==> src/rtl/v23_turn_pkg.sv <==
package v23_turn_pkg;

    typedef enum logic [1:0] {
        PH_IDLE       = 2'd0,
        PH_FWD_WAIT   = 2'd1,
        PH_REV_WAIT   = 2'd2,
        PH_RETRY_WAIT = 2'd3
    } phase_e;

    localparam logic [1:0] RC_NONE  = 2'd0;
    localparam logic [1:0] RC_FWD   = 2'd1;
    localparam logic [1:0] RC_REV   = 2'd2;
    localparam logic [1:0] RC_NOCAR = 2'd3;

    typedef struct packed {
        phase_e     ph;
        logic       hi_sel;
        logic [1:0] code;
        logic       vld;
        logic       flag;
        logic       hup;
        logic       tx_fast;
        logic       rx_fast;
    } ctl_s;

endpackage

==> src/rtl/v23_win_meter.sv <==
// Window timer plus tone-time accumulator, shared by all listening phases.
module v23_win_meter #(
    parameter int CW      = 9,
    parameter int DET_MIN = 40
) (
    input  logic          clk,
    input  logic          rst_n,
    input  logic          clr,
    input  logic          en,
    input  logic          tick,
    input  logic          det,
    input  logic [CW-1:0] win_len,
    output logic          last,
    output logic          pass
);
    typedef struct packed {
        logic [CW-1:0] cnt;
        logic [CW-1:0] acc;
    } mtr_s;

    mtr_s          m_d, m_q;
    logic [CW-1:0] cnt_inc;
    logic [CW-1:0] acc_inc;

    always_comb begin
        m_d     = m_q;
        cnt_inc = m_q.cnt + 1'b1;
        acc_inc = m_q.acc + CW'(det);
        last    = en && tick && (cnt_inc == win_len);
        pass    = acc_inc > CW'(DET_MIN);
        if (clr) begin
            m_d = '0;
        end else if (en && tick) begin
            m_d.cnt = cnt_inc;
            m_d.acc = acc_inc;
        end
    end

    always_ff @(posedge clk or negedge rst_n) begin
        if (!rst_n) m_q <= '0;
        else        m_q <= m_d;
    end
endmodule

==> src/rtl/v23_drop_timer.sv <==
// Counts consecutive ticks without the received tone; restarts on any return.
module v23_drop_timer #(
    parameter int DROP_MAX = 20
) (
    input  logic clk,
    input  logic rst_n,
    input  logic arm,
    input  logic tick,
    input  logic carrier,
    output logic fire
);
    localparam int DW = $clog2(DROP_MAX + 2);

    logic [DW-1:0] cnt_d, cnt_q;
    logic [DW-1:0] cnt_inc;

    always_comb begin
        cnt_inc = cnt_q + 1'b1;
        fire    = arm && tick && !carrier && (cnt_inc > DW'(DROP_MAX));
        cnt_d   = cnt_q;
        if (!arm || carrier || fire) cnt_d = '0;
        else if (tick)               cnt_d = cnt_inc;
    end

    always_ff @(posedge clk or negedge rst_n) begin
        if (!rst_n) cnt_q <= '0;
        else        cnt_q <= cnt_d;
    end
endmodule

==> src/rtl/v23_turn_ctrl.sv <==
module v23_turn_ctrl
    import v23_turn_pkg::*;
#(
    parameter int WIN_FWD   = 440,
    parameter int WIN_REV   = 400,
    parameter int WIN_RETRY = 440,
    parameter int DET_MIN   = 40,
    parameter int DROP_MAX  = 20
) (
    input  logic       clk,
    input  logic       rst_n,
    input  logic       tick_ms,
    input  logic       turn_cmd,
    input  logic       role_master,
    input  logic       car_lo,
    input  logic       car_hi,
    input  logic       flag_clr,
    output logic       tx_hi_sel,
    output logic       res_valid,
    output logic [1:0] res_code,
    output logic       stat_flag,
    output logic       hangup,
    output logic       tx_fast,
    output logic       rx_fast
);
    localparam int WIN_A   = (WIN_FWD > WIN_REV) ? WIN_FWD : WIN_REV;
    localparam int WIN_MAX = (WIN_A > WIN_RETRY) ? WIN_A : WIN_RETRY;
    localparam int CW      = $clog2(WIN_MAX + 1);

    ctl_s          d, q;
    logic          win_clr, win_en, win_det, win_last, win_pass;
    logic [CW-1:0] win_len;
    logic          drop_arm, drop_fire;

    v23_win_meter #(.CW(CW), .DET_MIN(DET_MIN)) u_meter (
        .clk    (clk),
        .rst_n  (rst_n),
        .clr    (win_clr),
        .en     (win_en),
        .tick   (tick_ms),
        .det    (win_det),
        .win_len(win_len),
        .last   (win_last),
        .pass   (win_pass)
    );

    v23_drop_timer #(.DROP_MAX(DROP_MAX)) u_drop (
        .clk    (clk),
        .rst_n  (rst_n),
        .arm    (drop_arm),
        .tick   (tick_ms),
        .carrier(car_lo),
        .fire   (drop_fire)
    );

    always_comb begin
        win_en   = (q.ph != PH_IDLE);
        drop_arm = (q.ph == PH_IDLE) && !role_master;
        win_det  = (q.ph == PH_REV_WAIT) ? car_hi : car_lo;
        case (q.ph)
            PH_REV_WAIT:   win_len = CW'(WIN_REV);
            PH_RETRY_WAIT: win_len = CW'(WIN_RETRY);
            default:       win_len = CW'(WIN_FWD);
        endcase

        d       = q;
        d.vld   = 1'b0;
        d.hup   = 1'b0;
        win_clr = 1'b0;
        if (flag_clr) d.flag = 1'b0;

        case (q.ph)
            PH_IDLE: begin
                d.hi_sel = q.tx_fast;
                if (role_master && turn_cmd) begin
                    d.ph     = PH_FWD_WAIT;
                    d.hi_sel = 1'b1;
                    win_clr  = 1'b1;
                end else if (drop_fire) begin
                    d.ph     = PH_REV_WAIT;
                    d.hi_sel = 1'b0;
                    win_clr  = 1'b1;
                end
            end
            PH_FWD_WAIT: begin
                if (win_last) begin
                    d.ph  = PH_IDLE;
                    d.vld = 1'b1;
                    if (win_pass) begin
                        d.code    = RC_FWD;
                        d.tx_fast = q.hi_sel;
                        d.rx_fast = !q.hi_sel;
                    end else begin
                        d.code   = RC_NOCAR;
                        d.hup    = 1'b1;
                        d.hi_sel = q.tx_fast;
                    end
                end
            end
            PH_REV_WAIT: begin
                if (win_last) begin
                    if (win_pass) begin
                        d.ph      = PH_IDLE;
                        d.vld     = 1'b1;
                        d.flag    = 1'b1;
                        d.code    = RC_REV;
                        d.tx_fast = q.hi_sel;
                        d.rx_fast = !q.hi_sel;
                    end else begin
                        d.ph     = PH_RETRY_WAIT;
                        d.hi_sel = 1'b1;
                        win_clr  = 1'b1;
                    end
                end
            end
            PH_RETRY_WAIT: begin
                if (win_last) begin
                    d.ph   = PH_IDLE;
                    d.vld  = 1'b1;
                    d.flag = 1'b1;
                    if (win_pass) begin
                        d.code    = RC_FWD;
                        d.tx_fast = q.hi_sel;
                        d.rx_fast = !q.hi_sel;
                    end else begin
                        d.code   = RC_NOCAR;
                        d.hup    = 1'b1;
                        d.hi_sel = q.tx_fast;
                    end
                end
            end
            default: d.ph = PH_IDLE;
        endcase
    end

    always_ff @(posedge clk or negedge rst_n) begin
        if (!rst_n) begin
            q         <= '0;
            q.rx_fast <= 1'b1;
        end else begin
            q <= d;
        end
    end

    assign tx_hi_sel = q.hi_sel;
    assign res_valid = q.vld;
    assign res_code  = q.code;
    assign stat_flag = q.flag;
    assign hangup    = q.hup;
    assign tx_fast   = q.tx_fast;
    assign rx_fast   = q.rx_fast;
endmodule

==> config.mk <==
export PLATFORM = sky130hd
export DESIGN_NAME = v23_turn_ctrl
export DESIGN_NICKNAME = d
export VERILOG_FILES = /design/src/rtl/v23_turn_pkg.sv /design/src/rtl/v23_win_meter.sv /design/src/rtl/v23_drop_timer.sv /design/src/rtl/v23_turn_ctrl.sv
export SDC_FILE = /design/constraint.sdc
export NUM_CORES = 1
export LEC_CHECK = 0
export BUFFER_PORTS_ARGS = -buffer_cell sky130_fd_sc_hd__buf_2
export CORE_MARGIN = 3
export CORE_UTILIZATION = 35
export CTS_CLUSTER_SIZE = 40
export DETAILED_ROUTE_END_ITERATION = 12
export PLACE_DENSITY_LB_ADDON = 0.12
export SLEW_MARGIN = 0
export SYNTH_ARGS = -nofsm -noshare
export SYNTH_HDL_FRONTEND = slang
export SYNTH_SLANG_ARGS = --single-unit
==> constraint.sdc <==
create_clock -name clk -period 9.1 [get_ports clk]
set_clock_uncertainty 0.15 [all_clocks]
set_input_delay 1.365 -clock clk [delete_from_list [all_inputs] [get_ports clk]]
set_output_delay 1.365 -clock clk [all_outputs]
set_load 0.02 [all_outputs]
# Word-level counts from Yosys, hierarchy flattened
# Index checks and enable logic that the tools add are counted.
[totals]
register_bits = 33
inputBits = 8
output_inout_bits = 8
elab_cells = 78
[classes]
n_addsub = 3
magnitude_cmp = 2
eq_ne = 10
n_mux = 30
n_reduce_logical = 22
[op_table]
columns = ["operator", "count"]
rows = [
  ["2-to-1 mux 18 bit", 2],
  ["2-to-1 mux 6 bit", 2],
  ["one-hot mux 3 bit (4 select lines)", 1],
  ["AND reduction 4 bit", 3],
  ["2-to-1 mux 10 bit", 1],
  ["2-to-1 mux 5 bit", 2],
  ["adder 9 x 1 -> 9 bit", 1],
  ["adder 9 x 1 -> 9 bit, second input constant", 1],
  ["== test 9 bit", 1],
  ["> comparator 9 x 6 -> 1 bit, second input constant", 1],
  ["2-to-1 mux 3 bit", 3],
  ["one-hot mux 3 bit (3 select lines)", 1],
  ["2-to-1 mux 1 bit", 8],
  ["2-to-1 mux 2 bit", 4],
  ["inequality test 2 x 1 -> 1 bit, second input constant", 4],
  ["logical AND 1 bit", 7],
  ["2-to-1 mux 7 bit", 1],
  ["one-hot mux 1 bit (2 select lines)", 3],
  ["one-hot mux 2 bit (3 select lines)", 1],
  ["nonzero test 2 bit", 3],
  ["adder 5 x 1 -> 5 bit, second input constant", 1],
  ["> comparator 5 bit, second input constant", 1],
  ["AND reduction 5 bit", 1],
  ["== test 2 bit, second input constant", 2],
  ["8 further kinds", 12],
]

# Logic depth before layout (Yosys ltp)
# Gate-level depths: netlist of run 1.
[logic_depth]
word_depth = 9
mapped_depth = 13
depth_no_buf = 11

# Cells and area by module
# From an unflattened synthesis of run 1, not the netlist that was laid out.
[hier_totals]
cells_unflattened = 240
hier_area_um2 = 2123.3
[by_module_without_submodules]
columns = ["mod", "n_inst", "cells_each", "area_per_inst_um2", "seq_area_each_um2"]
rows = [
  ["v23_win_meter", 1, 148, 1236.2, 450.4],
  ["v23_turn_ctrl", 1, 51, 519.2, 251.5],
  ["v23_drop_timer", 1, 41, 367.9, 125.1],
]

# Least setup slack after synthesis of run 1
# OpenSTA, ideal clock, no wires.
[synth_path]
path_kind = "input -> register"
from = "input port car_lo"
to = "register u_meter.m_q[12] (netlist name)"
setup_ns = 0.119
arrival_ns = 3.559
required_ns = 8.831
path_slack_ns = 5.272
cell_stages = 10
n_path_buf = 1
cell_sequence = "mux2_2 ha_1 ha_1 and2_1 a21o_1 a211oi_1 o22ai_1 o31ai_4 buf_8 nor2_2"
[synth_between]
elab_chain_cells = 7
word_cells_on_any_way = 13
cone_classes = "add/sub (1); order compare (1); mux (7); reduce/logical (4)"
[synth_rtl]
columns = ["item", "line", "source"]
rows = [
  ["start: declaration", "v23_turn_ctrl.sv:15", "input logic car_lo,"],
  ["2-to-1 mux 1 bit / zero test 1 bit (equally long branches)", "v23_turn_ctrl.sv:59, v23_drop_timer.sv:19", ""],
  ["adder 9 x 1 -> 9 bit / logical AND 1 bit (equally long branches)", "v23_win_meter.sv:28, v23_drop_timer.sv:19", ""],
  ["> comparator 9 x 6 -> 1 bit / logical AND 1 bit (equally long branches)", "v23_win_meter.sv:30, v23_drop_timer.sv:19", ""],
  ["2-to-1 mux 1 bit (on tied branches)", "v23_turn_ctrl.sv:102, v23_turn_ctrl.sv:79", ""],
  ["2-to-1 mux 1 bit (on tied branches)", "v23_turn_ctrl.sv:101, v23_turn_ctrl.sv:75", ""],
  ["one-hot mux 1 bit (2 select lines) (*)", "v23_turn_ctrl.sv:72", "case (q.ph)"],
  ["2-to-1 mux 18 bit / nonzero test 2 bit (equally long branches)", "n/a", ""],
  ["end signal: assignment", "v23_win_meter.sv:41", "else m_q <= m_d;"],
  ["end: declaration", "v23_win_meter.sv:21", "mtr_s m_d, m_q;"],
]
# Every way passes the cells marked *; elsewhere a longest branch is shown, timed or not.
# A chain may end at the register's enable or synchronous reset.

# Worst setup path in the final report of run 1
[layout_path]
from = "input port car_lo"
to = "register u_meter.m_q[3] (netlist name)"
[layout_between]
elab_chain_cells = 7
word_cells_on_any_way = 14
cone_classes = "add/sub (1); order compare (1); mux (8); reduce/logical (4)"
[layout_rtl]
columns = ["item", "line"]
rows = [
  ["2-to-1 mux 1 bit / zero test 1 bit (equally long branches)", "v23_turn_ctrl.sv:59, v23_drop_timer.sv:19"],
  ["adder 9 x 1 -> 9 bit / logical AND 1 bit (equally long branches)", "v23_win_meter.sv:28, v23_drop_timer.sv:19"],
  ["> comparator 9 x 6 -> 1 bit / logical AND 1 bit (equally long branches)", "v23_win_meter.sv:30, v23_drop_timer.sv:19"],
  ["2-to-1 mux 1 bit (on tied branches)", "v23_turn_ctrl.sv:102, v23_turn_ctrl.sv:79"],
  ["2-to-1 mux 1 bit (on tied branches)", "v23_turn_ctrl.sv:101, v23_turn_ctrl.sv:75"],
  ["one-hot mux 1 bit (2 select lines)", "v23_turn_ctrl.sv:72"],
  ["2-to-1 mux 18 bit / nonzero test 2 bit (equally long branches)", "n/a"],
]
# Several ways; a longest one is shown, not always the timed one. The select of a mux whose other input is x is not followed.

==> metrics.cfg, run 1 <==
[global_route]
antenna_found_initial = 0
grt_max_degree = 34
overflow = 0
grt_first_pass_wirelength_um = 7600
grt_use_total_pct = 13.4
grt_pass1_vias = 1540

[timing]
fin_crit_sh_pct = 46.4
finalMaxSlewViolations = 0
setup_slack_ns = 4.88
hold_violations = 0
fmax_mhz = 237
layout_min_cycle_time_ns = 4.22
worstMarginPinSlew_ns = 1.03
setup_viol = 0
rsz0062_at_grt = no
slew_headroom_pct = 31.4
finalSetupTns_ns = 0

[yosys]
synth_area_per_cell_um2 = 9.76
yosys.area.top_type = dfrtp_1
synth_edf_count = 0
netlist.area_leader.share_pct = 38.3
synth-seq-cells = 33
netlist_area_mm2 = 0.00209
synth_common_cells = 32 x dfrtp_1, 19 x nor2_1, 17 x nand2_1
ys_top_cells_by_area = dfrtp_1 38%, xnor2_1 4.2%, ha_1 3.6%, nor2_1 3.4%, nand2_1 3.1%
yosys.cell_count.top_type = dfrtp_1
yosysSeqAreaShare_pct = 39.6
synth_warnings = 0
yosys.cell_types.count = 55
syn-instance-count = 214
synth_flop_cell = dfrtp_1
postSynth.asyncResetShare_pct = 100
synth_fp_nets = 228

[worst_setup_path]
worstSetupStartpointType = input pin
crit_arrival_ns = 4.21
timing_worst_setup_path_type = input pin to flop
r2r-start = q[8]$_DFFE_PN0P_
crit_required_ns = 9.08
cpLargestDelayFamily = compound AO/OA/AOI/OAI gates
max_stage_delay_ns = 0.93
critical-path-slowest-cell = o31ai_4
endpoint_kind = flop
crit_start = car_lo
path_buf_inv = 1
worstPathMaxFanout = 18
cp_cell_sequence = buf_2, mux2_2, ha_1, ha_1, and2_1, a21o_1, a211oi_1, o22ai_1, o31ai_4, nor2_1
crit_top_cell = ha_1

[layout]
multiInputGateArea_mm2 = 0.00115
num_antenna_cells = 0
seq_area_um2 = 827
area_growth_syn_to_layout_pct = 9.53
layout.nets = 240
drive_above_1_share_pct = 20.7
fillCellCount = 545
instances_no_fill = 299

[pwr]
max-vdd-ir-drop_mv = 0.0946
p_clk_share_pct = 31.7
p_sw_uw = 158
comb_power_share_pct = 22.8
finalPower_uw = 467
seqPwrFrac_pct = 45.4
cellInternalPower_uw = 309
swShare_pct = 33.8
p_leak_uw = 0.00102
pwr_density_cell_mw_per_mm2 = 204

[floorplan]
initial_core_util_pct = 37.0
ios = 16
dieArea_mm2 = 0.00693
die_x_um = 83.2
num_rows = 27
core_area_mm2 = 0.00564
dieHeight_um = 83.2

[routing]
routed-via-count = 1564
first_pass_iters = 4
antenna_left = 0
drc = 0
wl_per_cell_um = 14.5
routed_wl_um = 4350
first_iter_violations = 80
vias_per_cell = 5.23

[placement]
port_buffers = 15
place_ws_ns = 4.54
dp_hpwl_um = 3000
dp.cells = 291
gp_congestion = 0.782

[cts]
ctsHtreeMaxLevel = 2
clk_pin_slew_worst_paths_ns = 0.07
cts_sinks = 33
cts_tree = yes
clk_latency_ns = 0.29
cts_max_path_buffers = 2
cts-resized-gates = 0
cts_made_buffers = 5
post_cts_buffers = 0
root_buffer = clkbuf_8
cts_hold_buffers = 0

[status]
status = completed

[flow_run]
maxCapViolCount = 0

[hold_path]
min-delay-start = stat_flag$_DFF_PN0_
hold_class = flop to flop

==> path summary, 6_finish.rpt <==
path                            cells after the start                     endpoint  slack [ns]
worst min register to register                      1          stat_flag$_DFF_PN0_        0.37
min in group asynchronous                           1  u_drop.cnt_q[2]$_DFFE_PN0P_        0.99
worst min-delay path                                1          stat_flag$_DFF_PN0_        0.37
worst max-delay path                               10   u_meter.m_q[3]$_DFFE_PN0P_        4.88
worst max register to register                     11   u_meter.m_q[3]$_DFFE_PN0P_        5.05
max in group asynchronous                           1   u_meter.m_q[2]$_DFFE_PN0P_        7.34
==> placed cells by master (no fill, tap or decap), types with 2 or more instances in the layout <==
cell type	n
clkbuf_8	6
a2bb2oi_1	2
nand4_1	4
nand2_1	17
and3b_1	4
dfrtp_1	32
nand3_1	8
nor2_1	19
a211oi_1	2
xor2_1	7
xnor2_1	10
ha_1	6
buf_2	15
or4_1	2
inv_1	8
nand4b_1	2
nor3_1	8
mux2i_1	3
and3_1	4
mux2_2	3
nor2_2	10
o21ai_0	4
a21oi_1	12
a31oi_1	2
o21a_1	4
o22ai_1	3
and2_1	2
==> state kept, by name (all words and copies together) (netlist names) <==
register and flops:
res_valid 1, res_code 2, u_drop.cnt_q 5, stat_flag 1, hangup 1, tx_hi_sel 1, u_meter.m_q 18, q 2
tx_fast 1, rx_fast 1
==> cell type report <==
cell class,count,share of cell area [%]
Clock buffer,7,3.77
Inverter,8,1.31
Multi-Input combinational cell,163,50.2
Clock inverter,1,1.31
Timing Repair Buffer,15,3.28
Tap cell,72,3.94
Sequential cell,33,36.2
==> per-stage QoR <==
step / area [um^2] / hold WS [ns] / util, %
6_report: 2290 / 0.365 / 40.5
5_1_grt: 2290 / 0.402 / 40.5
3_5_place_dp: 2170 / 0.359 / 38.5
3_3_place_gp: 2170 / 0.351 / 38.5
2_1_floorplan: 2090 / 0.337 / -
4_1_cts: 2290 / 0.373 / 40.5
==> routing by layer <==
metal,vias up,global-route usage [%],routed length [um]
met2,45,20.1,1900
met4,0,4.01,60
met5,-,0,0
met3,7,3.77,238
met1,729,18.6,2150
li1,783,-,-
==> power by group through the flow <==
| stage | clock network, uW | registers (uW) | logic, uW |
|---|---|---|---|
| 6_report | 148 | 212 | 107 |
| 5_1_grt | 160 | 218 | 124 |
| 3_5_place_dp | 0 | 214 | 107 |
| 2_1_floorplan | 0 | 196 | 107 |
| 3_3_place_gp | 0 | 214 | 106 |
| 4_1_cts | 153 | 211 | 108 |
==> worst register-to-register path, stage by stage (launching register included) <==
cell	delay [ns]
dfrtp_1	0.49
inv_1	0.13
nand2_1	0.27
mux2_2	0.38
ha_1	0.28
ha_1	0.28
and2_1	0.20
a21o_1	0.18
a211oi_1	0.22
o22ai_1	0.27
o31ai_4	0.93
nor2_1	0.13
==> kinds of logic after synthesis <==
kind of cell	synth area share, %
and+or+nand+nor	24.0
DFF	39.6
adders and majority gates	3.59
muxes	3.06
AOI/OAI and AO/OA	17.3
xor gates and xnor gates	7.13
buffers and inverters	5.39
No activity file was read; power rests on OpenSTA's default activity.
==> run 2, diff against run 1 <==
--- a/config.mk
+++ b/config.mk
@@ -5,6 +5,7 @@
 export SDC_FILE = /design/constraint.sdc
 export NUM_CORES = 1
 export LEC_CHECK = 0
+export ABC_AREA = 1
 export BUFFER_PORTS_ARGS = -buffer_cell sky130_fd_sc_hd__buf_2
 export CORE_MARGIN = 3
 export CORE_UTILIZATION = 35
==> constraint.sdc (replaced) <==
create_clock -name clk -period 3.4 [get_ports clk]
set_clock_uncertainty 0.15 [all_clocks]
set_input_delay 0.51 -clock clk [delete_from_list [all_inputs] [get_ports clk]]
set_output_delay 0.51 -clock clk [all_outputs]
set_load 0.02 [all_outputs]
==> run 2 against run 1 <==
  * Global-route usage rose by 0.98 points
  * Area after synthesis fell by 3.7%
  * Die area fell by 3.4%
  * Setup slack got worse by 4.3 ns
  * Critical path depth rose by 6
  * Cell count rose by 17%
  * Sequential power rose to 3.0 times the previous value
  * Critical path type is now flop to flop
  * Sequential share of layout area rose by 0.60 points
  * Wire length fell by 6.2%
==> metrics.cfg, run 2 <==
[yosys]
yosysSeqAreaShare_pct = 41.1
ys_top_cells_by_area = dfrtp_1 40%, nand2_1 14%, nor2_1 5.6%, nand3_1 5.0%, o21ai_0 4.7%
synth_common_cells = 75 x nand2_1, 32 x dfrtp_1, 30 x nor2_1
yosys.cell_count.top_type = nand2_1
synth_flop_cell = dfrtp_1
synth_area_per_cell_um2 = 7.67
syn-instance-count = 262
postSynth.asyncResetShare_pct = 100
synth_warnings = 0
yosys.area.top_type = dfrtp_1
netlist.area_leader.share_pct = 39.8
yosys.cell_types.count = 28
netlist_area_mm2 = 0.00201
synth_fp_nets = 276
synth-seq-cells = 33
synth_edf_count = 0

[cts]
root_buffer = clkbuf_8
cts_hold_buffers = 0
cts_made_buffers = 5
post_cts_buffers = 0
ctsHtreeMaxLevel = 2
cts_tree = yes
clk_latency_ns = 0.28
cts-resized-gates = 0
cts_sinks = 33
cts_max_path_buffers = 2
clk_pin_slew_worst_paths_ns = 0.07

[worst_setup_path]
max_stage_delay_ns = 0.42
reg2reg_slack_ns = 0.60
endpoint_kind = flop
worstSetupStartpointType = flop
r2r-start = q[9]$_DFFE_PN0P_
r2r_end = u_meter.m_q[2]$_DFFE_PN0P_
crit_end = u_meter.m_q[2]$_DFFE_PN0P_
cp_cell_sequence = inv_1, nor2_2, inv_1, nand2_1, nand2_1, ha_1, ha_1, nand2_1, nor2_1, nand2_1, xor2_1, nand3_2, inv_2, nand3_4, nand3_4, nor2_1
timing_worst_setup_path_type = flop to flop
reg2regPathDepth = 16
worstPathMaxFanout = 18
crit_required_ns = 3.42
critical-path-slowest-cell = dfrtp_1
crit_arrival_ns = 2.82
crit_top_cell = nand2_1
crit_start = q[9]$_DFFE_PN0P_

[global_route]
grt_pass1_vias = 1586
grt_max_degree = 34
antenna_found_initial = 0
overflow = 0
grt_use_total_pct = 14.4
grt_first_pass_wirelength_um = 7350

[timing]
rsz0062_at_grt = no
finalMaxSlewViolations = 0
worstMarginPinSlew_ns = 0.749
slew_headroom_pct = 50.1
fmax_mhz = 357
finalSetupTns_ns = 0
layout_min_cycle_time_ns = 2.80
setup_slack_ns = 0.600
fin_crit_sh_pct = 82.4
hold_violations = 0
setup_viol = 0

[pwr]
p_clk_share_pct = 24.7
max-vdd-ir-drop_mv = 0.261
cellInternalPower_uw = 953
seqPwrFrac_pct = 40.3
comb_power_share_pct = 35.0
p_sw_uw = 599
swShare_pct = 38.6
p_leak_uw = 0.00111
pwr_density_cell_mw_per_mm2 = 690

[floorplan]
die_x_um = 81.8
num_rows = 26
ios = 16
core_area_mm2 = 0.00534
initial_core_util_pct = 37.7
dieHeight_um = 81.8
dieArea_mm2 = 0.00669

[layout]
layout.nets = 293
area_growth_syn_to_layout_pct = 11.9
final_cell_mix = 75 x nand2_1, 32 x dfrtp_1, 30 x nor2_1, 22 x inv_1, 20 x nand3_1
largest_reg_flops = 18
drive_above_1_share_pct = 17.9
final_common_cell = nand2_1
fillCellCount = 581
fin_area_mm2 = 0.00225
regMostFlops = u_meter.m_q
top_regs = u_meter.m_q (18), u_drop.cnt_q (5)
num_antenna_cells = 0

[hold_path]
hold_class = input pin to async pin

[status]
status = completed

[placement]
place_area_mm2 = 0.00213
place_ws_ns = 0.570
port_buffers = 15
dp_hpwl_um = 3020
gp_congestion = 0.746

[routing]
vias_per_cell = 4.64
wl_per_cell_um = 11.7
drc = 0
routed_wl_um = 4080
first_iter_violations = 64
antenna_left = 0
first_pass_iters = 4
routed-via-count = 1623

[flow_run]
maxCapViolCount = 0

-- run 2: cell count changes in the layout (fill, tap and decap cells not counted), sizes merged, moves of 8 or more --
cell   change
nor3       -8
nor2      +16
o21ai     +15
nand3     +16
nand2     +61
inv       +17
-- run 2: area by class of cell --
type | instances | area, um^2 | share of cell area [%]
clock buffer | 7 | 86.3 | 3.84
clock inverter | 1 | 30.0 | 1.33
inverter | 27 | 101 | 4.50
multi-input combinational | 196 | 1030 | 46.0
sequential | 33 | 827 | 36.8
tap | 70 | 87.6 | 3.89
timing repair buffer | 16 | 82.6 | 3.67
-- run 2: how the worst min path moves through the flow --
stage,startpoint,endpoint,slack [ns],cells after the start
6_report,rst_n,u_meter.m_q[9]$_DFFE_PN0P_,0.14,1
5_1_grt,rst_n,u_meter.m_q[9]$_DFFE_PN0P_,0.20,1
4_1_cts,rst_n,u_meter.m_q[3]$_DFFE_PN0P_,0.19,1
3_5_place_dp,res_code[0]$_DFFE_PN0P_,res_code[0]$_DFFE_PN0P_,0.31,2
3_3_place_gp,res_code[0]$_DFFE_PN0P_,res_code[0]$_DFFE_PN0P_,0.32,2
2_1_floorplan,rst_n,hangup$_DFF_PN0_,0.06,0
-- run 2: power groups by stage --
stage          logic, uW  clock network, uW  registers [uW]
2_1_floorplan        463                  0             600
3_3_place_gp         546                  0             633
3_5_place_dp         550                  0             632
4_1_cts              550                397             628
5_1_grt              637                411             645
6_report             543                383             626
-- run 2: critical path: cells and delay by family, from the launching register on --
kind | cells | cell delay, ns
fa+ha+maj | 2 | 0.44
xor+xnor | 1 | 0.25
flops | 1 | 0.42
buf+inv | 3 | 0.26
simple gates | 10 | 1.15
-- run 2: cell families (layout without fill, tap and decap cells) --
kind of cell             after synthesis  in the layout  share of synthesized area, %
AND/OR/NAND/NOR                      151            151                          35.3
flip-flops                            33             33                          41.1
buffers and inverters                 33             51                          7.40
AO/OA/AOI/OAI                         27             27                          7.03
XOR/XNOR                               9              9                          3.92
adder cells (fa/ha/maj)                6              6                          3.73
multiplexers                           3              3                          1.49
-- run 2: through the flow --
step	util [%]	power [uW]	cells	hold WS, ns
3_5_place_dp	40.0	1180	342	0.312
2_1_floorplan	-	1060	262	0.0644
5_1_grt	42.2	1690	350	0.202
3_3_place_gp	40.0	1180	342	0.320
6_report	42.2	1550	350	0.138
4_1_cts	42.2	1570	350	0.185
-- run 2: per-layer routing --
layer,vias to the layer above,global-route usage (%),share of wire (%),wire length (um)
met5,-,0,0,0
li1,855,-,-,-
met3,7,2.96,2.3,94
met2,21,22.5,46,1860
met4,0,4.98,1.3,54
met1,740,19.7,51,2070
